File: src/rtl/pcs_pkg.sv
// Package: shared types for the program counter and stack sequencer.
// Assumes byte-wide memory and 16-bit addresses.
package pcs_pkg;
    localparam int BYTE_W = 8;
    localparam int ADDR_W = 2 * BYTE_W;

    // Instruction class, as recognised by the decoder
    typedef enum logic [2:0] {
        CLS_NONE,
        CLS_JMP,
        CLS_CALL,
        CLS_RET,
        CLS_RST,
        CLS_PCHL
    } op_cls_e;

    // Sequencer steps
    typedef enum logic [2:0] {
        ST_IDLE,
        ST_OPLO,
        ST_OPHI,
        ST_PUSHH,
        ST_PUSHL,
        ST_POPL,
        ST_POPH
    } seq_st_e;

    typedef struct packed {
        op_cls_e    cls;
        logic       uncond;
        logic [2:0] cc;
        logic [2:0] vec;
    } dec_t;
endpackage

File: src/rtl/pcs_decode.sv
// Module: pcs_decode
// Purely combinational classification of an opcode into a control-flow class.
// It also extracts the condition field and the restart vector.
// Assumes the opcode layout 11 xxx yyy for every control-flow instruction.
module pcs_decode
    import pcs_pkg::*;
(
    input  logic [BYTE_W-1:0] op,
    output dec_t              dec
);
    logic [1:0] top2;
    logic [2:0] mid3;
    logic [2:0] low3;

    assign top2 = op[7:6];
    assign mid3 = op[5:3];
    assign low3 = op[2:0];

    // Map the opcode fields to a class
    always_comb begin
        dec.cls    = CLS_NONE;
        dec.uncond = 1'b0;
        dec.cc     = mid3;
        dec.vec    = mid3;
        if (top2 == 2'b11) begin
            unique case (low3)
                3'b010: dec.cls = CLS_JMP;
                3'b011: if (mid3 == 3'b000) begin
                            dec.cls    = CLS_JMP;
                            dec.uncond = 1'b1;
                        end
                3'b100: dec.cls = CLS_CALL;
                3'b101: if (mid3 == 3'b001) begin
                            dec.cls    = CLS_CALL;
                            dec.uncond = 1'b1;
                        end
                3'b000: dec.cls = CLS_RET;
                3'b001: if (mid3 == 3'b001) begin
                            dec.cls    = CLS_RET;
                            dec.uncond = 1'b1;
                        end else if (mid3 == 3'b101) begin
                            dec.cls = CLS_PCHL;
                        end
                3'b111: dec.cls = CLS_RST;
                default: dec.cls = CLS_NONE;
            endcase
        end
    end
endmodule

File: src/rtl/pcs_cond.sv
// Module: pcs_cond
// Evaluates the shared 3-bit condition field against the flags.
// cc[2:1] selects the flag and cc[0] gives the value the flag must have.
// Unconditional forms are always taken.
module pcs_cond (
    input  logic [2:0] cc,
    input  logic       uncond,
    input  logic       zf,
    input  logic       cf,
    input  logic       pf,
    input  logic       sf,
    output logic       take
);
    logic sel_flag;

    // Pick the flag named by the condition field
    always_comb begin
        unique case (cc[2:1])
            2'd0:    sel_flag = zf;
            2'd1:    sel_flag = cf;
            2'd2:    sel_flag = pf;
            default: sel_flag = sf;
        endcase
    end

    assign take = uncond | (sel_flag == cc[0]);
endmodule

File: src/rtl/pcs_memport.sv
// Module: pcs_memport
// Drives the byte memory request from the current sequencer step.
// Operand reads go to PC+1 and PC+2. Pushes go to SP-1. Pops go to SP.
module pcs_memport
    import pcs_pkg::*;
(
    input  seq_st_e           st,
    input  logic [ADDR_W-1:0] pc,
    input  logic [ADDR_W-1:0] sp,
    input  logic [ADDR_W-1:0] ret,
    output logic              req,
    output logic              we,
    output logic [ADDR_W-1:0] addr,
    output logic [BYTE_W-1:0] wdata
);
    // Choose request, direction, address and data for each step
    always_comb begin
        req   = 1'b1;
        we    = 1'b0;
        addr  = '0;
        wdata = '0;
        unique case (st)
            ST_OPLO:  addr = pc + ADDR_W'(1);
            ST_OPHI:  addr = pc + ADDR_W'(2);
            ST_PUSHH: begin
                we    = 1'b1;
                addr  = sp - ADDR_W'(1);
                wdata = ret[ADDR_W-1:BYTE_W];
            end
            ST_PUSHL: begin
                we    = 1'b1;
                addr  = sp - ADDR_W'(1);
                wdata = ret[BYTE_W-1:0];
            end
            ST_POPL, ST_POPH: addr = sp;
            default: req = 1'b0;
        endcase
    end
endmodule

File: src/rtl/pc_stack_seq.sv
// Module: pc_stack_seq (top)
// Owns PC and SP. Executes jump, call, return, restart and load-PC-from-HL
// over a byte memory port with a request/ready handshake.
// Assumes PC points at the opcode when start is accepted. Flags and HL are
// sampled in the accept cycle. The whole unit holds while mem_rdy is low.
module pc_stack_seq
    import pcs_pkg::*;
#(
    parameter logic [15:0] PC_INIT = 16'h0100,
    parameter logic [15:0] SP_INIT = 16'h0F00
) (
    input  logic        clk,
    input  logic        rst_n,
    input  logic        start,
    input  logic [7:0]  opcode,
    input  logic        flag_zero,
    input  logic        flag_carry,
    input  logic        flag_parity,
    input  logic        flag_sign,
    input  logic [15:0] hl_val,
    output logic        busy,
    output logic        done,
    output logic [15:0] pc_out,
    output logic [15:0] sp_out,
    output logic        mem_req,
    output logic        mem_we,
    output logic [15:0] mem_addr,
    output logic [7:0]  mem_wdata,
    input  logic [7:0]  mem_rdata,
    input  logic        mem_rdy
);
    localparam int VEC_SHIFT = 3;
    localparam int VEC_PAD   = ADDR_W - 3 - VEC_SHIFT;

    seq_st_e           st_q;
    op_cls_e           cls_q;
    logic              take_q;
    logic [ADDR_W-1:0] pc_q;
    logic [ADDR_W-1:0] sp_q;
    logic [ADDR_W-1:0] tgt_q;
    logic [ADDR_W-1:0] ret_q;
    logic              done_q;

    dec_t dec;
    logic take;
    logic xfer;

    pcs_decode u_dec (
        .op  (opcode),
        .dec (dec)
    );

    pcs_cond u_cond (
        .cc     (dec.cc),
        .uncond (dec.uncond),
        .zf     (flag_zero),
        .cf     (flag_carry),
        .pf     (flag_parity),
        .sf     (flag_sign),
        .take   (take)
    );

    pcs_memport u_mem (
        .st    (st_q),
        .pc    (pc_q),
        .sp    (sp_q),
        .ret   (ret_q),
        .req   (mem_req),
        .we    (mem_we),
        .addr  (mem_addr),
        .wdata (mem_wdata)
    );

    assign xfer = mem_req & mem_rdy;

    // Sequencer: steps through operand fetch, push and pop, and commits PC/SP
    always_ff @(posedge clk) begin
        if (!rst_n) begin
            st_q   <= ST_IDLE;
            cls_q  <= CLS_NONE;
            take_q <= 1'b0;
            pc_q   <= PC_INIT;
            sp_q   <= SP_INIT;
            tgt_q  <= '0;
            ret_q  <= '0;
            done_q <= 1'b0;
        end else begin
            done_q <= 1'b0;
            unique case (st_q)
                ST_IDLE: begin
                    if (start) begin
                        cls_q  <= dec.cls;
                        take_q <= take;
                        unique case (dec.cls)
                            CLS_JMP, CLS_CALL: st_q <= ST_OPLO;
                            CLS_RET: begin
                                if (take) begin
                                    st_q <= ST_POPL;
                                end else begin
                                    pc_q   <= pc_q + ADDR_W'(1);
                                    done_q <= 1'b1;
                                end
                            end
                            CLS_RST: begin
                                ret_q <= pc_q + ADDR_W'(1);
                                tgt_q <= {{VEC_PAD{1'b0}}, dec.vec, {VEC_SHIFT{1'b0}}};
                                st_q  <= ST_PUSHH;
                            end
                            CLS_PCHL: begin
                                pc_q   <= hl_val;
                                done_q <= 1'b1;
                            end
                            default: done_q <= 1'b1;
                        endcase
                    end
                end
                ST_OPLO: begin
                    if (xfer) begin
                        tgt_q[BYTE_W-1:0] <= mem_rdata;
                        st_q              <= ST_OPHI;
                    end
                end
                ST_OPHI: begin
                    if (xfer) begin
                        if (!take_q) begin
                            pc_q   <= pc_q + ADDR_W'(3);
                            done_q <= 1'b1;
                            st_q   <= ST_IDLE;
                        end else if (cls_q == CLS_JMP) begin
                            pc_q   <= {mem_rdata, tgt_q[BYTE_W-1:0]};
                            done_q <= 1'b1;
                            st_q   <= ST_IDLE;
                        end else begin
                            tgt_q[ADDR_W-1:BYTE_W] <= mem_rdata;
                            ret_q                  <= pc_q + ADDR_W'(3);
                            st_q                   <= ST_PUSHH;
                        end
                    end
                end
                ST_PUSHH: begin
                    if (xfer) begin
                        sp_q <= sp_q - ADDR_W'(1);
                        st_q <= ST_PUSHL;
                    end
                end
                ST_PUSHL: begin
                    if (xfer) begin
                        sp_q   <= sp_q - ADDR_W'(1);
                        pc_q   <= tgt_q;
                        done_q <= 1'b1;
                        st_q   <= ST_IDLE;
                    end
                end
                ST_POPL: begin
                    if (xfer) begin
                        tgt_q[BYTE_W-1:0] <= mem_rdata;
                        sp_q              <= sp_q + ADDR_W'(1);
                        st_q              <= ST_POPH;
                    end
                end
                ST_POPH: begin
                    if (xfer) begin
                        pc_q   <= {mem_rdata, tgt_q[BYTE_W-1:0]};
                        sp_q   <= sp_q + ADDR_W'(1);
                        done_q <= 1'b1;
                        st_q   <= ST_IDLE;
                    end
                end
                default: st_q <= ST_IDLE;
            endcase
        end
    end

    assign busy   = (st_q != ST_IDLE);
    assign done   = done_q;
    assign pc_out = pc_q;
    assign sp_out = sp_q;
endmodule

File: config.mk
export PLATFORM = sky130hd
export DESIGN_NAME = pc_stack_seq
export DESIGN_NICKNAME = d
export VERILOG_FILES = /design/src/rtl/pcs_pkg.sv /design/src/rtl/pcs_decode.sv /design/src/rtl/pcs_cond.sv /design/src/rtl/pcs_memport.sv /design/src/rtl/pc_stack_seq.sv
export SDC_FILE = /design/constraint.sdc
export NUM_CORES = 1
export LEC_CHECK = 0
export BUFFER_PORTS_ARGS = -buffer_cell sky130_fd_sc_hd__buf_2
export CAP_MARGIN = 10
export CORE_AREA = 2 2 112 141
export CTS_BUF_LIST = sky130_fd_sc_hd__clkbuf_2 sky130_fd_sc_hd__clkbuf_4 sky130_fd_sc_hd__clkbuf_8
export DETAILED_ROUTE_END_ITERATION = 8
export DIE_AREA = 0 0 114 143
export SLEW_MARGIN = 30
export SYNTH_ARGS = -nofsm -noshare
export SYNTH_HDL_FRONTEND = slang
export SYNTH_SLANG_ARGS = --single-unit
File: constraint.sdc
create_clock -name clk -period 3.43 [get_ports clk]
set_clock_uncertainty 0.05 [all_clocks]
set_input_delay 0.343 -clock clk [delete_from_list [all_inputs] [get_ports clk]]
set_output_delay 0.343 -clock clk [all_outputs]
set_load 0.05 [all_outputs]
; Word-level counts from Yosys, hierarchy flattened
; Index checks and enable logic that the tools add are counted.
[op_classes]
addsub = 5
n_bitwise = 2
n_eq_ne = 43
reduce_logical = 22
muxes = 58
[ops]
columns = operator, n
row1 = $mux 16, 16
row2 = $pmux 16 s4, 2
row3 = $pmux 16 s2, 3
row4 = $pmux 8 s2, 3
row5 = $add 16x1->16 const B, 2
row6 = $add 16x2->16 const B, 2
row7 = $mux 8, 4
row8 = $mux 3, 10
row9 = $eq 3x3->1 const B, 9
row10 = $pmux 3 s7, 1
row11 = $eq 3x2->1 const B, 6
row12 = $ne 2x2->1 const B, 9
row13 = $pmux 3 s6, 1
row14 = $reduce_and 8->1, 2
row15 = $sub 16x1->16 const B, 1
row16 = $eq 3x1->1 const B, 5
row17 = $ne 2x1->1 const B, 5
row18 = $reduce_or 2->1, 5
row19 = $logic_not 3->1, 3
row20 = $mux 1, 9
row21 = $ne 3x3->1 const B, 3
row22 = $pmux 1 s3, 3
row23 = $pmux 3 s3, 1
row24 = $mux 2, 3
row25 = 19 further kinds, 22
[word_totals]
inputBits = 40
wordCells = 139
output_inout_bits = 60
reg_bits = 72

; Depth between registers and ports, before layout
; Gate-level depths: netlist (run 1).
[depth]
depth_word = 10
depth_mapped = 9
depth_no_buf = 8

; Hierarchy
; A second synthesis (run 1) with hierarchy kept.
[unflattened]
hier_cells = 846
area_unflattened_um2 = 6238.5
[modules_own_cells]
columns = module, area_each_um2, cells_each, n_inst, seq_area_each_um2
row1 = pc_stack_seq, 4815.9, 630, 1, 1441.4
row2 = pcs_memport, 1217.4, 191, 1, 0.0
row3 = pcs_decode, 167.7, 22, 1, 0.0
row4 = pcs_cond, 37.5, 3, 1, 0.0

; Worst setup path after synthesis (run 1)
; OpenSTA, ideal clock, no wires.
[synth_path]
kind = register to output
startpoint = reg pc_q[1] (netlist: pc_out[1])
endpoint = out mem_addr[11]
arrival_ps = 3564
t_required_ps = 3037
path_buffers = 1
slack_ps = -527
path_stages_with_launch = 7
path_cell_list = dfxtp_1 > ha_1 > clkbuf_1 > nand2_1 > nor2_1 > a22oi_1 > o311ai_0
[synth_between]
elab_chain_cells = 2
word_cells_on_any_way = 3
classes_between = 2 x add/sub / 1 x mux
[synth_lines]
columns = element, line_no
row1 = from (decl), pc_stack_seq.sv:38  ; logic [ADDR_W-1:0] pc_q;
row2 = from (signal assigned), pc_stack_seq.sv:100  ; pc_q <= pc_q + ADDR_W'(1);
row3 = from (signal assigned), pc_stack_seq.sv:110  ; pc_q <= hl_val;
row4 = from (signal assigned), pc_stack_seq.sv:126  ; pc_q <= pc_q + ADDR_W'(3);
row5 = $add 16x2->16 or $add 16x1->16 (tied branches), "pcs_memport.sv:24, pcs_memport.sv:23"
row6 = $pmux 16 s4 (*), pcs_memport.sv:22  ; unique case (st)
row7 = to (decl), pc_stack_seq.sv:27  ; output logic [15:0] mem_addr,
; Every way passes the cells marked *; elsewhere a longest branch is shown, timed or not.

; Worst setup path in the final report (run 1)
[layout_path]
startpoint = reg pc_q[1] (netlist: pc_out[1])
endpoint = out mem_addr[6]
; Same word-level chain as after synthesis.

==> results of run 1 <==
layer usage:
metal,routed length (um),share of wire,global-route usage
met2,9840,0.48,0.418
met1,8750,0.43,0.324
met4,563,0.028,0.101
met3,1270,0.062,0.0335
met5,0,0,0
layout make-up:
class,instances,area share
clock buffers,14,0.0261
inverters,20,0.0113
flip-flops and latches,72,0.216
multi-input cells,654,0.597
repair buffers,134,0.114
clock inverters,2,0.00206
well taps,182,0.0341
worst max-delay path: stages (launching register included):
cell and delay, ns:
dfxtp_1 0.51, ha_1 0.30, nand3_1 0.27, nor2_1 0.35, o22ai_1 0.12, a221oi_1 0.46, o311ai_0 0.25, buf_2 0.27
worst max path at each step:
stage	to	slack (ns)	depth (start not counted)
2_1_floorplan	mem_addr[5]	-0.20	6
3_3_place_gp	mem_addr[9]	0.69	6
3_5_place_dp	mem_addr[6]	0.63	7
4_1_cts	mem_addr[6]	0.20	7
5_1_grt	mem_addr[8]	0.06	8
6_report	mem_addr[6]	0.11	7
cells by family after synthesis:
group | share of synthesized area
XOR/XNOR | 0.0809
adder cells (fa/ha/maj) | 0.0128
AO/OA/AOI/OAI | 0.301
AND/OR/NAND/NOR | 0.273
flip-flops | 0.247
multiplexers | 0.0131
buffers and inverters | 0.0719
per-stage QoR:
step | setup WS [ns] | power (mW) | cell area (um^2) | hold slack, ns
after global routing | 0.0585 | 2.17 | 6670 | 0.190
after floorplan | -0.202 | 1.27 | 5840 | 0.382
after global placement | 0.687 | 1.42 | 6480 | 0.390
after CTS | 0.196 | 2.10 | 6670 | 0.175
after detailed placement | 0.633 | 1.42 | 6480 | 0.393
final | 0.113 | 2.09 | 6670 | 0.196
where the power goes:
group | switching, mW | total (mW) | leakage (nW) | internal [mW]
Sequential | 0.0398 | 0.898 | 0.582 | 0.858
Combinational | 0.346 | 0.509 | 1.80 | 0.163
Clock | 0.351 | 0.679 | 0.101 | 0.328
Total | 0.737 | 2.09 | 2.49 | 1.35
cell usage in the layout, fill, tap and decap left out, types with 11 or more instances in the layout:
master and count:
buf_2 99, nand3_1 40, a211oi_1 18, nor2_1 94, a21oi_1 76, nor3_1 39, a22o_1 13, dfxtp_1 72
nand2_1 72, inv_1 19, xnor2_1 35, o21ai_0 51, xor2_1 19, a22oi_1 17, clkbuf_8 11, o22ai_1 11
buf_4 35
registers in the layout, indices dropped and copies added (netlist names):
name,flops
cls_q,3
tgt_q,16
take_q,1
done,1
sp_out,16
st_q,3
pc_out,16
ret_q,16
==> metrics.csv, run 1 <==
metric,value,unit
status,finished clean,
synthArstFlopShare,0,
timing.rr.end,pc_out[8]$_SDFFE_PN1P_,
htreeDepth,3,
ios,100,
worst_hold_startpoint,mem_rdata[7],
irDropWorstVdd,0.212,mV
min_period,3.32,ns
synth_commonest_cells,"94 x nor2_1, 76 x a21oi_1, 72 x dfxtp_1, 72 x nand2_1, 51 x o21ai_0",
firstDrtPassIters,6,
n_fill_cell,1632,
powerDensity,313,nW/um^2
cts-root-buf,clkbuf_8,
hold_viol,0,
drv_slew,0,
clock_path_buffers,2,
worst_r2r_path_depth,7,
placed_cells,1062,
endpoint_kind,primary output,
ys_warn_count,0,
final_net_count,937,
slew_headroom,0.570,
crit_arrival,2.92,ns
fin_crit_sh,0.967,
synth_edf_count,0,
remaining_drc_errors,0,
synth.avg_cell_area,7.08,um^2
cts.clk_slew.worst_paths,0.08,ns
regArea,1440,um^2
ctsResizeCount,0,
critPathLaunch,pc_out[1]$_SDFFE_PN0P_,
final_cells,1078,
grtUsageTotal,0.250,
synth_area_leader_cell,dfxtp_1,
yosysMostFrequentCell,nor2_1,
crit_type,flip-flop to primary output,
rsz0062_at_grt,no,
fp.dieW,114,um
grt_pass1_vias,5863,
insertion_delay,0.38,ns
drt-total-wl,20.4,mm
hold_buffers,0,
start_util,0.393,
yosysSeqAreaShare,0.247,
synthDistinctLibCells,74,
port_buffers,99,
cp.required,3.04,ns
grt-ovfl-total,0,
ant_nets,0,
grt_max_degree,38,
viasPerCell,5.97,
tightest_slew,0.643,ns
drive_gt1_frac,0.202,
p_leak,2.49,nW
regToRegStartpoint,st_q[1]$_SDFFE_PN0P_,
min_delay_path_depth,3,
synth_top_area_share,0.247,
postSynthCellCount,826,
ys_seq_elements,72,
syn2layout_area_growth,14.2,%
multi_input_area,3980,um^2
finalSetupViolCount,0,
max_freq,301,MHz
rrSetupSlack,0.93,ns
rows,50,
globalplace.congestion,0.947,
tns,0,ns
path_max_fanout,9,
synth_area,5840,um^2
antenna_found_initial,0,
synth_flop_cell,dfxtp_1,
hpwl,15.1,mm
core,14900,um^2
cap_violations,0,
wire_per_inst,19.0,um
utilization,0.448,
ys_top_cells_by_area,"dfxtp_1 25%, a21oi_1 6.5%, nor2_1 6.0%",
die_y,143,um
cts_sinks,72,
syn-num-nets,872,
dr_total_vias,6439,
post_cts_buffers,0,
cts_tree,done,
hold-path-endpoint,tgt_q[15]$_SDFFE_PN0P_,
grt_pass1_wl,31.9,mm
hold_path.class,primary input to flip-flop,
cts_buffers,9,
drtIter0Drc,758,
crit_path_start_kind,flip-flop,
die-area,16300,um^2
antenna_cells,0,
No activity file was read; power rests on OpenSTA's default activity.
==> run 2, diff against run 1 <==
ABC_AREA = 1   (was unset)
CORE_AREA = 2 2 113 142   (was 2 2 112 141)
DIE_AREA = 0 0 115 144   (was 0 0 114 143)
==> run 2 against run 1 <==
  * Worst setup slack better by 0.10 ns
  * Die area is 1.6% higher
  * Largest cell class unchanged
  * Combinational power grew to 8.1 times the previous value
  * Critical path type unchanged
  * Sequential power is 58% higher
  * Via count is 6.4% higher
  * Critical endpoint is now mem_addr[7]
  * Sequential cell count stayed put
  * Synthesized cell count is 22% higher
  * First-iteration DRC count is 25% lower
  * Fmax is 3.2% higher
  * Register-to-register slack worse by 0.19 ns
  * Clock power is 2% lower
==> metrics.csv, run 2 <==
metric,value,unit,change
status,finished clean,,
synth_area_leader_cell,dfxtp_1,,
p_comb_frac,0.664,,+0.420
path_cells,"ha_1, nand2_1, nor2_1, nand2_1, xor2_1, o21ai_0, buf_2",,
critPathTopFamily,simple AND/OR/NAND/NOR gates,,
dr_total_vias,6850,,+6.4%
n_fill_cell,1653,,+1.3%
path_max_fanout,5,,-4
fp.dieW,115,um,+0.88%
drtIter0Drc,567,,-25%
insertion_delay,0.39,ns,about the same
dp_slack,0.701,ns,+0.0673 ns
grtUsageTotal,0.267,,+0.0170
port_buffers,99,,unchanged
hold_path.class,primary input to flip-flop,,
wire_per_inst,17.2,um,-9.1%
die_y,144,um,+0.70%
seq_power_share,0.229,,-0.202
hold_buffers,0,,unchanged
hpwl,17.0,mm,+13%
firstDrtPassIters,5,,-1
post_cts_buffers,0,,unchanged
tns,0,ns,unchanged
ant_nets,0,,unchanged
crit_path_start_kind,flip-flop,,
postSynthCellCount,1004,,+22%
synthArstFlopShare,0,,unchanged
clkPwrFrac,0.107,,-0.218
synthDistinctLibCells,48,,-35%
crit_slowest_cell,dfxtp_1,,
grt_max_degree,54,,+42%
grt-ovfl-total,0,,unchanged
worst_r2r_path_depth,7,,unchanged
antenna_cells,0,,unchanged
crit_buf_inv,1,,unchanged
crit_top_cell,nand2_1,,
final_net_count,1127,,+20%
grt_pass1_wl,33.7,mm,+5.5%
cap_violations,0,,unchanged
synth_area,5980,um^2,+2.4%
core,15300,um^2,+2.9%
crit_type,flip-flop to primary output,,
final_common_cell,nand2_1,,
htreeDepth,3,,unchanged
wl_met2,10.6,mm,+7.8%
viasPerCell,5.39,,-9.7%
die-area,16600,um^2,+1.6%
crit_arrival,2.82,ns,-0.10 ns
met1_length,9.07,mm,+3.6%
layout_common_cells,"272 x nand2_1, 126 x nor2_1, 99 x buf_2",,
drv_slew,0,,unchanged
tightest_slew,0.720,ns,+0.0769 ns
syn-num-nets,1050,,+20%
cp.depth,7,,unchanged
cts-root-buf,clkbuf_8,,
ys_seq_elements,72,,unchanged
synth_top_area_share,0.241,,-0.00572
setup_ws,0.215,ns,+0.102 ns
antenna_found_initial,0,,unchanged
irDropWorstVdd,0.368,mV,+74%
cts_sinks,72,,unchanged
rows,51,,+2.0%
switchingPower,3.75,mW,+410%
ctsResizeCount,0,,unchanged
cts_buffers,9,,unchanged
fin_crit_sh,0.937,,-0.0297
clock_path_buffers,2,,unchanged
endpoint_kind,primary output,,
finalSetupViolCount,0,,unchanged
drive_gt1_frac,0.157,,-0.0453
p_int,2.44,mW,+81%
synth_flop_cell,dfxtp_1,,
slowest_delay,0.51,ns,about the same
synth_edf_count,0,,unchanged
swShare,0.605,,+0.252
cts_tree,done,,
synth.avg_cell_area,5.96,um^2,-16%
ys_warn_count,0,,unchanged
start_util,0.391,,-0.00183
powerDensity,920,nW/um^2,+190%
holdWs,0.158,ns,-0.0386 ns
syn2layout_area_growth,12.5,%,
max_freq,311,MHz,+3.2%
slew_headroom,0.519,,-0.0506
rsz0062_at_grt,no,,
globalplace.congestion,1.00,,+6.1%
cp.required,3.04,ns,about the same
met3_length,1.15,mm,-9.3%
synth_commonest_cells,"272 x nand2_1, 126 x nor2_1, 98 x inv_1",,
min_period,3.22,ns,-0.102 ns
min_delay_path_depth,3,,unchanged
ios,100,,unchanged
yosysSeqAreaShare,0.241,,-0.00572
grt_pass1_vias,6195,,+5.7%
hold_viol,0,,unchanged
routed.top_layer,met4,,
yosysMostFrequentCell,nand2_1,,
cts.clk_slew.worst_paths,0.08,ns,about the same
p_leak,3.26,nW,+31%
remaining_drc_errors,0,,unchanged
ys_top_cells_by_area,"dfxtp_1 24%, nand2_1 17%, nor2_1 7.9%",,
drt-total-wl,21.9,mm,+7.1%
==> run 2: cell count changes after synthesis, sizes merged, moves of 12 or more <==
cell,before,now
a22oi,17,5
clkbuf,44,14
inv,20,109
nor3,39,12
a211oi,23,3
o21ai,53,104
nand2,72,282
xnor2,35,3
a21oi,77,64
nand3,40,69
nor2,96,135
==> run 2: tightest hold or removal path, stage by stage <==
cell and delay (ns):
buf_2 0.09, a21oi_1 0.05, nor2_1 0.07
==> run 2: cell type report <==
type                            instances  area, um^2  share of cell area
Multi-Input combinational cell        776        3880               0.577
Timing Repair Buffer                  111         586              0.0870
Clock buffer                           12         153              0.0227
Tap cell                              185         231              0.0344
Clock inverter                          3        18.8             0.00279
Inverter                              111         422              0.0626
Sequential cell                        72        1440               0.214
==> run 2: kinds of logic after synthesis <==
| family | count (synthesis) | synth area share |
|---|---|---|
| buf+inv | 156 | 0.110 |
| simple gates | 512 | 0.367 |
| xor+xnor | 33 | 0.0483 |
| flops | 72 | 0.241 |
| fa+ha+maj | 6 | 0.0125 |
| compound gates | 225 | 0.221 |
==> run 2: per-stage QoR <==
step	cells	utilization	instance area (um^2)	power, mW
after floorplan	1004	-	5980	4.44
after global placement	1255	0.429	6560	5.50
after detailed placement	1255	0.429	6560	5.51
after CTS	1270	0.440	6730	6.17
after global routing	1270	0.440	6730	6.62
final	1270	0.440	6730	6.19
==> run 2: path summary, 6_finish.rpt <==
| check | startpoint | end | slack, ns |
|---|---|---|---|
| hold / removal | mem_rdata[7] | tgt_q[7]$_SDFFE_PN0P_ | 0.16 |
| hold reg to reg | ret_q[1]$_SDFFE_PN0P_ | ret_q[1]$_SDFFE_PN0P_ | 0.40 |
| setup / recovery | pc_out[1]$_SDFFE_PN0P_ | mem_addr[7] | 0.21 |
| setup reg to reg | st_q[2]$_SDFFE_PN0P_ | ret_q[6]$_SDFFE_PN0P_ | 0.74 |
==> run 2: power groups by stage <==
stage / registers, mW / logic [mW] / clock network, mW
floorplan: 1.63 / 2.81 / 0
global placement: 1.42 / 4.08 / 0
detailed placement: 1.43 / 4.08 / 0
CTS: 1.41 / 4.09 / 0.667
global route: 1.45 / 4.47 / 0.701
finish: 1.42 / 4.11 / 0.663
==> run 2: layer usage <==
metal / up-vias / track usage
li1: 3445 / -
met2: 218 / 0.457
met5: - / 0
met3: 58 / 0.0419
met1: 3129 / 0.319
met4: 0 / 0.145
